File: src/rtl/ifc_pkg.sv
`timescale 1ns/1ps
package ifc_pkg;
  localparam int NUM_CH     = 2;
  localparam int SRC_PER_CH = 3;
  localparam int NSRC       = NUM_CH * SRC_PER_CH;
  localparam int PRIO_W     = 3;
  localparam int SRC_IDX_W  = $clog2(NSRC);

  // Strobes from write control to the flag datapath
  typedef struct packed {
    logic [NSRC-1:0] setMask;
    logic [NSRC-1:0] clrMask;
  } wr_strobe_t;

  // Sources other than the first of each channel are DMA requests
  function automatic logic [NSRC-1:0] dma_src_mask();
    logic [NSRC-1:0] m;
    m = '0;
    for (int ch = 0; ch < NUM_CH; ch++)
      for (int k = 1; k < SRC_PER_CH; k++)
        m[ch*SRC_PER_CH + k] = 1'b1;
    return m;
  endfunction
endpackage

File: src/rtl/ifc_wr_ctrl.sv
`timescale 1ns/1ps
module ifc_wr_ctrl
  import ifc_pkg::*;
(
  input  logic            wrEn,
  input  logic            clearOnly,
  input  logic [NSRC-1:0] wrBits,
  output wr_strobe_t      strb
);
  always_comb begin
    strb = '0;
    if (wrEn) begin
      if (clearOnly) begin
        strb.clrMask = wrBits;
      end else begin
        strb.setMask = wrBits;
        strb.clrMask = ~wrBits;
      end
    end
  end
endmodule

File: src/rtl/ifc_flag_dp.sv
`timescale 1ns/1ps
module ifc_flag_dp
  import ifc_pkg::*;
#(
  parameter logic [NSRC-1:0] FLAG_INIT = '0
) (
  input  logic            clk,
  input  logic            rstN,
  input  wr_strobe_t      strb,
  input  logic [NSRC-1:0] evtSet,
  input  logic [NSRC-1:0] dmaRoute,
  input  logic [NSRC-1:0] dmaDone,
  output logic [NSRC-1:0] flags,
  output logic [NSRC-1:0] eligible
);
  localparam logic [NSRC-1:0] DMA_SRC = dma_src_mask();

  logic [NSRC-1:0] xferDone;
  logic [NSRC-1:0] routed;
  logic [NSRC-1:0] flagsNext;
  logic [NSRC-1:0] xferNext;

  assign routed = dmaRoute & DMA_SRC;

  // An event beats a clear in the same cycle
  assign flagsNext = evtSet | strb.setMask | (flags & ~strb.clrMask);
  // Completion is remembered while the flag stays up; a new event re-arms the hold
  assign xferNext  = ~evtSet & flags & (dmaDone | xferDone);

  always_ff @(posedge clk or negedge rstN) begin
    if (!rstN) begin
      flags    <= FLAG_INIT;
      xferDone <= '0;
    end else begin
      flags    <= flagsNext;
      xferDone <= xferNext;
    end
  end

  for (genvar i = 0; i < NSRC; i++) begin : g_elig
    assign eligible[i] = flags[i] & (~routed[i] | xferDone[i]);
  end


  evt_sets_flag_chk: assert property (@(posedge clk) disable iff (!rstN)
    (evtSet != '0) |=> ((flags & $past(evtSet)) == $past(evtSet)));


  hold_flags_chk: assert property (@(posedge clk) disable iff (!rstN)
    (evtSet == '0 && strb == '0) |=> $stable(flags));


  routed_hold_chk: assert property (@(posedge clk) disable iff (!rstN)
    ((evtSet & routed) != '0) |=> ((eligible & routed & $past(evtSet & routed)) == '0));
endmodule

File: src/rtl/ifc_arbiter.sv
`timescale 1ns/1ps
module ifc_arbiter
  import ifc_pkg::*;
(
  input  logic [NSRC-1:0]        eligible,
  input  logic [NSRC-1:0]        srcEnable,
  input  logic [NSRC*PRIO_W-1:0] srcPrio,
  input  logic                   globalIe,
  input  logic [PRIO_W-1:0]      cpuLevel,
  output logic                   irqReq,
  output logic [PRIO_W-1:0]      irqLevel,
  output logic [SRC_IDX_W-1:0]   irqSrc
);
  logic [PRIO_W-1:0] prio [NSRC];
  logic [NSRC-1:0]   cand;

  for (genvar i = 0; i < NSRC; i++) begin : g_cand
    assign prio[i] = srcPrio[i*PRIO_W +: PRIO_W];
    assign cand[i] = eligible[i] & srcEnable[i] & (prio[i] > cpuLevel);
  end

  logic                 bestHit;
  logic [PRIO_W-1:0]    bestLvl;
  logic [SRC_IDX_W-1:0] bestIdx;

  // Strictly greater keeps the lowest index on ties
  always_comb begin
    bestHit = 1'b0;
    bestLvl = '0;
    bestIdx = '0;
    for (int i = 0; i < NSRC; i++) begin
      if (cand[i] && (!bestHit || prio[i] > bestLvl)) begin
        bestHit = 1'b1;
        bestLvl = prio[i];
        bestIdx = SRC_IDX_W'(i);
      end
    end
  end

  assign irqReq   = globalIe & bestHit;
  assign irqLevel = irqReq ? bestLvl : '0;
  assign irqSrc   = irqReq ? bestIdx : '0;
endmodule

File: src/rtl/ifc_flag_ctrl.sv
`timescale 1ns/1ps
module ifc_flag_ctrl
  import ifc_pkg::*;
#(
  parameter logic [NSRC-1:0] FLAG_INIT = '0,
  parameter int              DATA_W    = 8
) (
  input  logic                   clk,
  input  logic                   rstN,
  input  logic [NSRC-1:0]        evtSet,
  input  logic                   wrEn,
  input  logic [NSRC-1:0]        wrData,
  input  logic                   clearOnly,
  output logic [DATA_W-1:0]      rdData,
  input  logic [NSRC-1:0]        srcEnable,
  input  logic [NSRC*PRIO_W-1:0] srcPrio,
  input  logic                   globalIe,
  input  logic [PRIO_W-1:0]      cpuLevel,
  input  logic [NSRC-1:0]        dmaRoute,
  input  logic [NSRC-1:0]        dmaDone,
  output logic                   irqReq,
  output logic [PRIO_W-1:0]      irqLevel,
  output logic [SRC_IDX_W-1:0]   irqSrc
);
  wr_strobe_t      strb;
  logic [NSRC-1:0] flags;
  logic [NSRC-1:0] eligible;

  ifc_wr_ctrl u_ctrl (
    .wrEn      (wrEn),
    .clearOnly (clearOnly),
    .wrBits    (wrData),
    .strb      (strb)
  );

  ifc_flag_dp #(.FLAG_INIT(FLAG_INIT)) u_dp (
    .clk      (clk),
    .rstN     (rstN),
    .strb     (strb),
    .evtSet   (evtSet),
    .dmaRoute (dmaRoute),
    .dmaDone  (dmaDone),
    .flags    (flags),
    .eligible (eligible)
  );

  ifc_arbiter u_arb (
    .eligible  (eligible),
    .srcEnable (srcEnable),
    .srcPrio   (srcPrio),
    .globalIe  (globalIe),
    .cpuLevel  (cpuLevel),
    .irqReq    (irqReq),
    .irqLevel  (irqLevel),
    .irqSrc    (irqSrc)
  );

  assign rdData = DATA_W'(flags);


  clear_only_no_rise_chk: assert property (@(posedge clk) disable iff (!rstN)
    (wrEn && clearOnly) |=> ((flags & ~$past(flags) & ~$past(evtSet)) == '0));


  irq_needs_gie_chk: assert property (@(posedge clk) disable iff (!rstN)
    irqReq |-> globalIe);


  irq_above_level_chk: assert property (@(posedge clk) disable iff (!rstN)
    irqReq |-> (irqLevel > cpuLevel));


  irq_src_enabled_chk: assert property (@(posedge clk) disable iff (!rstN)
    irqReq |-> (srcEnable[irqSrc] && flags[irqSrc]));
endmodule

File: config.mk
export PLATFORM = sky130hd
export DESIGN_NAME = ifc_flag_ctrl
export DESIGN_NICKNAME = d
export VERILOG_FILES = /design/src/rtl/ifc_pkg.sv /design/src/rtl/ifc_wr_ctrl.sv /design/src/rtl/ifc_flag_dp.sv /design/src/rtl/ifc_arbiter.sv /design/src/rtl/ifc_flag_ctrl.sv
export SDC_FILE = /design/constraint.sdc
export NUM_CORES = 1
export LEC_CHECK = 0
export ABC_CLOCK_PERIOD_IN_PS = 26800
export BUFFER_PORTS_ARGS = -buffer_cell sky130_fd_sc_hd__buf_4
export CAP_MARGIN = 30
export CORE_MARGIN = 10
export CORE_UTILIZATION = 53
export CTS_CLUSTER_DIAMETER = 50
export DETAILED_ROUTE_END_ITERATION = 10
export PLACE_DENSITY_LB_ADDON = 0.3
export REMOVE_ABC_BUFFERS = 1
export SKIP_LAST_GASP = 1
export SYNTH_ARGS = -nofsm -noshare
export SYNTH_HDL_FRONTEND = slang
export SYNTH_SLANG_ARGS = --single-unit
File: constraint.sdc
create_clock -name clk -period 26.8 [get_ports clk]
set_input_delay 5.36 -clock clk [delete_from_list [all_inputs] [get_ports clk]]
set_output_delay 5.36 -clock clk [all_outputs]
set_load 0.01 [all_outputs]
# --- Yosys cells after proc, flatten, opt, wreduce, memory -nomap -nowiden ---
# Cells that the tools add are included.
# Widths: inputs -> output; s select.
word_totals:
  reg_bits: 12
  input_bits: 56
  elab_cells: 84
  output_inout_bits: 15
classes:
  reduce_logical: 15
  bitwise_logic: 34
  mux: 22
  n_lt_le_gt_ge: 11
ops:
  columns: ["operator", "n"]
  rows:
  - ["$gt 3x3->1", 11]
  - ["$mux 3", 10]
  - ["$and 6x6->6", 3]
  - ["$not 6->6", 3]
  - ["$or 6x6->6", 3]
  - ["$and 1x1->1", 17]
  - ["$mux 12", 1]
  - ["$mux 6", 2]
  - ["$mux 1", 7]
  - ["$logic_and 1x1->1", 5]
  - ["$logic_not 1->1", 5]
  - ["$logic_or 1x1->1", 5]
  - ["$mux 2", 2]
  - ["$not 1->1", 4]
  - ["$or 1x1->1", 4]

# --- Logic depth before layout (Yosys ltp) ---
depth:
  depth_word: 25
  depth_mapped: 41
  ltp_nobuf: 40

# --- Cells and area by module ---
# A second synthesis with hierarchy kept.
hier_totals:
  hier_cells: 220
  area_unflattened_um2: 1826.8
by_module_without_submodules:
  columns: ["module", "area_each_um2", "cells_per_inst", "instances", "seq_area_each_um2"]
  rows:
  - ["ifc_arbiter", 1202.4, 151, 1, 0.0]
  - ["ifc_flag_dp", 430.4, 46, 1, 250.2]
  - ["ifc_wr_ctrl", 175.2, 20, 1, 0.0]
  - ["ifc_flag_ctrl", 18.8, 3, 1, 0.0]

# --- Worst setup path before layout ---
# Ideal clock, no wire load.
synth_timing:
  kind: "input to output"
  start: "input port cpuLevel[1]"
  end: "output port irqLevel[0]"
  setup_slack_ps: 9319
  path_buffers: 1
  path_stages: 39
  arrival_time_ps: 12121
  required_ps: 21440
  cell_sequence: "inv_1 -> ha_1 -> nor2b_1 -> o311a_1 -> and3_1 -> inv_1 -> ha_1 -> nand3_1 -> o21ai_0 -> or3b_1 -> a32oi_1 -> ha_1 -> nor2b_1 -> o21a_1 -> o21ai_0 -> a21bo_2 -> a21o_1 -> ha_1 -> [... 3 more ...] -> o21a_1 -> buf_2 -> a211oi_2 -> a21oi_1 -> ha_1 -> nor2b_1 -> o21a_1 -> o21ai_0 -> o31ai_1 -> a22o_1 -> o22ai_2 -> ha_1 -> nor2b_1 -> o21a_1 -> o21ai_0 -> a21bo_2 -> o211ai_1 -> o22ai_1"
synth_via:
  elab_chain_len: 25
  word_cells_on_any_way: 46
  classes_between: "order compare (11); mux (13); bitwise (7); reduce/logical (15)"
synth_rtl:
  columns: ["item", "line_no", "source"]
  rows:
  - ["from (decl)", "ifc_flag_ctrl.sv:18", "input logic [PRIO_W-1:0] cpuLevel,"]
  - ["$gt 3x3->1", "ifc_arbiter.sv:19", "assign cand[i] = eligible[i] & srcEnable[i] & (prio[i] > cpuLevel);"]
  - ["$and 1x1->1", "ifc_arbiter.sv:19", null]
  - ["$mux 3 or $mux 1 (tied branches)", "ifc_arbiter.sv:32", "if (cand[i] && (!bestHit || prio[i] > bestLvl)) begin"]
  - ["$gt 3x3->1 or $logic_not 1->1 (tied branches)", "ifc_arbiter.sv:32", null]
  - ["$logic_or 1x1->1", "ifc_arbiter.sv:32", null]
  - ["$logic_and 1x1->1", "ifc_arbiter.sv:32", null]
  - ["$mux 3 or $mux 1 (tied branches)", "ifc_arbiter.sv:32", null]
  - ["$gt 3x3->1 or $logic_not 1->1 (tied branches)", "ifc_arbiter.sv:32", null]
  - ["[... 9 more ...]", null, null]
  - ["$logic_and 1x1->1", "ifc_arbiter.sv:32", null]
  - ["$mux 3 or $mux 1 (tied branches)", "ifc_arbiter.sv:32", null]
  - ["$gt 3x3->1 or $logic_not 1->1 (tied branches)", "ifc_arbiter.sv:32", null]
  - ["$logic_or 1x1->1", "ifc_arbiter.sv:32", null]
  - ["$logic_and 1x1->1", "ifc_arbiter.sv:32", null]
  - ["$mux 1", "ifc_arbiter.sv:32", null]
  - ["$and 1x1->1", "ifc_arbiter.sv:40", "assign irqReq = globalIe & bestHit;"]
  - ["$mux 3 (*)", "ifc_arbiter.sv:41", "assign irqLevel = irqReq ? bestLvl : '0;"]
  - ["to (decl)", "ifc_flag_ctrl.sv:22", "output logic [PRIO_W-1:0] irqLevel,"]
# Mark *: on every way between the ends. The rest lies on a longest branch, timed or not.

# --- Worst setup path in the final report ---
layout_timing:
  start: "input port cpuLevel[1]"
  end: "output port irqLevel[2]"
# Same word-level chain as after synthesis.

==> impl_metrics.env <==
export IMPL_status="complete, no violations"
export IMPL_finalCritPeriodShare=0.694
export IMPL_yosys_cell_count_top_type="ha_1"
export IMPL_power_density_nw_per_um2=32.7
export IMPL_path_clk_slew_ns=0.06
export IMPL_floorplan_initialDensity=0.553
export IMPL_syn_inst=191
export IMPL_drv_slew=0
export IMPL_grt_ovfl_total=0
export IMPL_cts_path_max_buffers=2
export IMPL_critical_path_class="primary input to output port"
export IMPL_cp_end_kind="output port"
export IMPL_crit_required_ns=21.44
export IMPL_synth_ff_type="dfrtp_1"
export IMPL_max_stage_delay_ns=0.41
export IMPL_cts_sinks=10
export IMPL_synth_edf_count=0
export IMPL_fmax_mhz=53.7
export IMPL_total_leakage_power_nw=1.12
export IMPL_wire_per_inst_um=14.8
export IMPL_arrival_ns=13.25
export IMPL_cts_tree="built"
export IMPL_ioPinCount=71
export IMPL_cts_root_buf="clkbuf_4"
export IMPL_peakVddDrop_mv=0.0249
export IMPL_crit_path_frequent_cell="ha_1"
export IMPL_crit_fanout=11
export IMPL_drive_gt1_frac=0.322
export IMPL_h_tree_depth=1
export IMPL_async_flop_share=1.00
export IMPL_final_antenna_net_count=0
export IMPL_dpl_instance_area_um2=2190
export IMPL_finalWeightedCongestion=0.799
export IMPL_grt_pass1_vias=1720
export IMPL_cp_start_kind="primary input"
export IMPL_final_util=0.734
export IMPL_antennaDiodeCount=0
export IMPL_rsz0062_at_grt="no"
export IMPL_vias=1689
export IMPL_ctsHoldBuffers=0
export IMPL_cap_violations=0
export IMPL_viasPerCell=5.65
export IMPL_yosys_area_top_type="ha_1"
export IMPL_dp_hpwl_um=3980
export IMPL_nets=351
export IMPL_slew_headroom=0.554
export IMPL_cts_made_buffers=3
export IMPL_num_rows=20
export IMPL_drt_pre_antenna_iters=4
export IMPL_grt_pass1_wl_um=7400
export IMPL_coreArea_um2=3030
export IMPL_final_area_um2=2220
export IMPL_die_h_um=76.2
export IMPL_ys_ff_latch=10
export IMPL_grt_max_degree=13
export IMPL_die_area_um2=5810
export IMPL_synth_top_area_frac=0.291
export IMPL_tns_ns=0
export IMPL_synthToLayoutAreaGrowth_pct=32.6
export IMPL_fin_crit_ns=18.61
export IMPL_finalClockSkew_ns=0.0000875
export IMPL_syn_avg_cell_area_um2=8.77
export IMPL_worst_hold_path_type="register to register"
export IMPL_wl_um=4420
export IMPL_drt_iter0_drc=116
export IMPL_drc=0
export IMPL_numPlacedInstances=295
export IMPL_cts_setup_buffers=0
export IMPL_seq_area_frac_synth=0.149
export IMPL_die_width_um=76.2
export IMPL_tightest_slew_ns=0.668
export IMPL_yosysUniqueCellTypes=47
export IMPL_syn_cell_area_um2=1680
export IMPL_antenna_found_initial=0
export IMPL_grt_usage=0.147
export IMPL_final_cells=299
export IMPL_io_buffer_count=64
export IMPL_insertion_delay_ns=0.26
export IMPL_ys_warn_count=0
export IMPL_hold_violations=0
export IMPL_synth_top_cells_by_count="ha_1, inv_1, nand2_1"
export IMPL_setup_violations=0
export IMPL_postCtsResizedCells=0
export IMPL_synth_area_top_cells="ha_1, dfrtp_1, inv_1"
export IMPL_crit_slowest_cell="or3b_1"
export IMPL_fillers=245
==> layout make-up <==
| cell class | instances | area (um^2) | share of cell area |
|---|---|---|---|
| Clock buffer | 4 | 36.3 | 0.0163 |
| Inverter | 18 | 67.6 | 0.0304 |
| Multi-Input combinational cell | 159 | 1330 | 0.600 |
| Sequential cell | 10 | 250 | 0.113 |
| Tap cell | 44 | 55.1 | 0.0248 |
| Timing Repair Buffer | 64 | 480 | 0.216 |
==> report_power, final <==
group	internal, mW	switching, mW
clock	0.00825	0.00514
sequential	0.0163	0.00101
combinational	0.0212	0.0208
==> through the flow <==
step | total power, mW | setup slack (ns) | hold WS [ns]
finish | 0.0727 | 8.19 | 0.560
global placement | 0.0581 | 8.41 | 0.537
floorplan | 0.0438 | 9.32 | 0.537
global route | 0.0794 | 7.53 | 0.585
CTS | 0.0733 | 8.24 | 0.564
detailed placement | 0.0596 | 8.23 | 0.539
==> per-layer routing <==
layer / wire length [um] / vias up / GRT usage
li1: - / 863 / -
met1: 1890 / 779 / 0.168
met2: 2230 / 42 / 0.262
met3: 249 / 5 / 0.0389
met4: 42 / 0 / 0.0390
met5: 0 / - / 0
==> flip-flops by register name, indices dropped and copies added, names as in the netlist <==
name           count
u_dp.xferDone      4
u_dp.flags         6
==> path summary, 6_finish.rpt <==
kind	start	endpoint	slack, ns	depth (start not counted)
worst max register to register	u_dp.flags[4]	u_dp.flags[4]	25.94	1
max in group asynchronous	rstN	u_dp.flags[4]	21.76	1
min in group asynchronous	rstN	u_dp.flags[1]	4.91	1
worst min register to register	u_dp.xferDone[4]	u_dp.xferDone[4]	0.56	2
worst max-delay path	cpuLevel[1]	irqLevel[2]	8.19	41
worst min-delay path	u_dp.xferDone[4]	u_dp.xferDone[4]	0.56	2
==> critical path, delay by kind of cell <==
family                     cells  cell delay [ns]
AOI/OAI and AO/OA             20             4.05
buffers and inverters          5             0.54
adders and majority gates      6             1.53
and+or+nand+nor                9             1.41
muxes                          1             0.32
==> kinds of logic (layout without fill, tap and decap cells) <==
family | Yosys count | after routing | share of synthesized area
AOI/OAI and AO/OA | 66 | 66 | 0.325
and+or+nand+nor | 51 | 51 | 0.169
adders and majority gates | 39 | 39 | 0.291
buffers and inverters | 23 | 86 | 0.0575
DFF | 10 | 10 | 0.149
other | 1 | 2 | 0.00224
muxes | 1 | 1 | 0.00597
==> cell usage in the layout, fill, tap and decap left out, types with 3 or more instances in the layout <==
cell / count
buf_4: 64
ha_1: 39
inv_1: 18
nand2_1: 14
dfrtp_1: 10
nor2b_1: 9
a21oi_1: 8
o21ai_0: 7
nor2_1: 6
o21a_1: 6
a221o_1: 6
nand3_1: 5
and3_1: 4
o211ai_1: 4
nor3b_1: 4
a32oi_1: 3
o22ai_1: 3
clkbuf_4: 3
No activity file was read; power rests on OpenSTA's default activity.
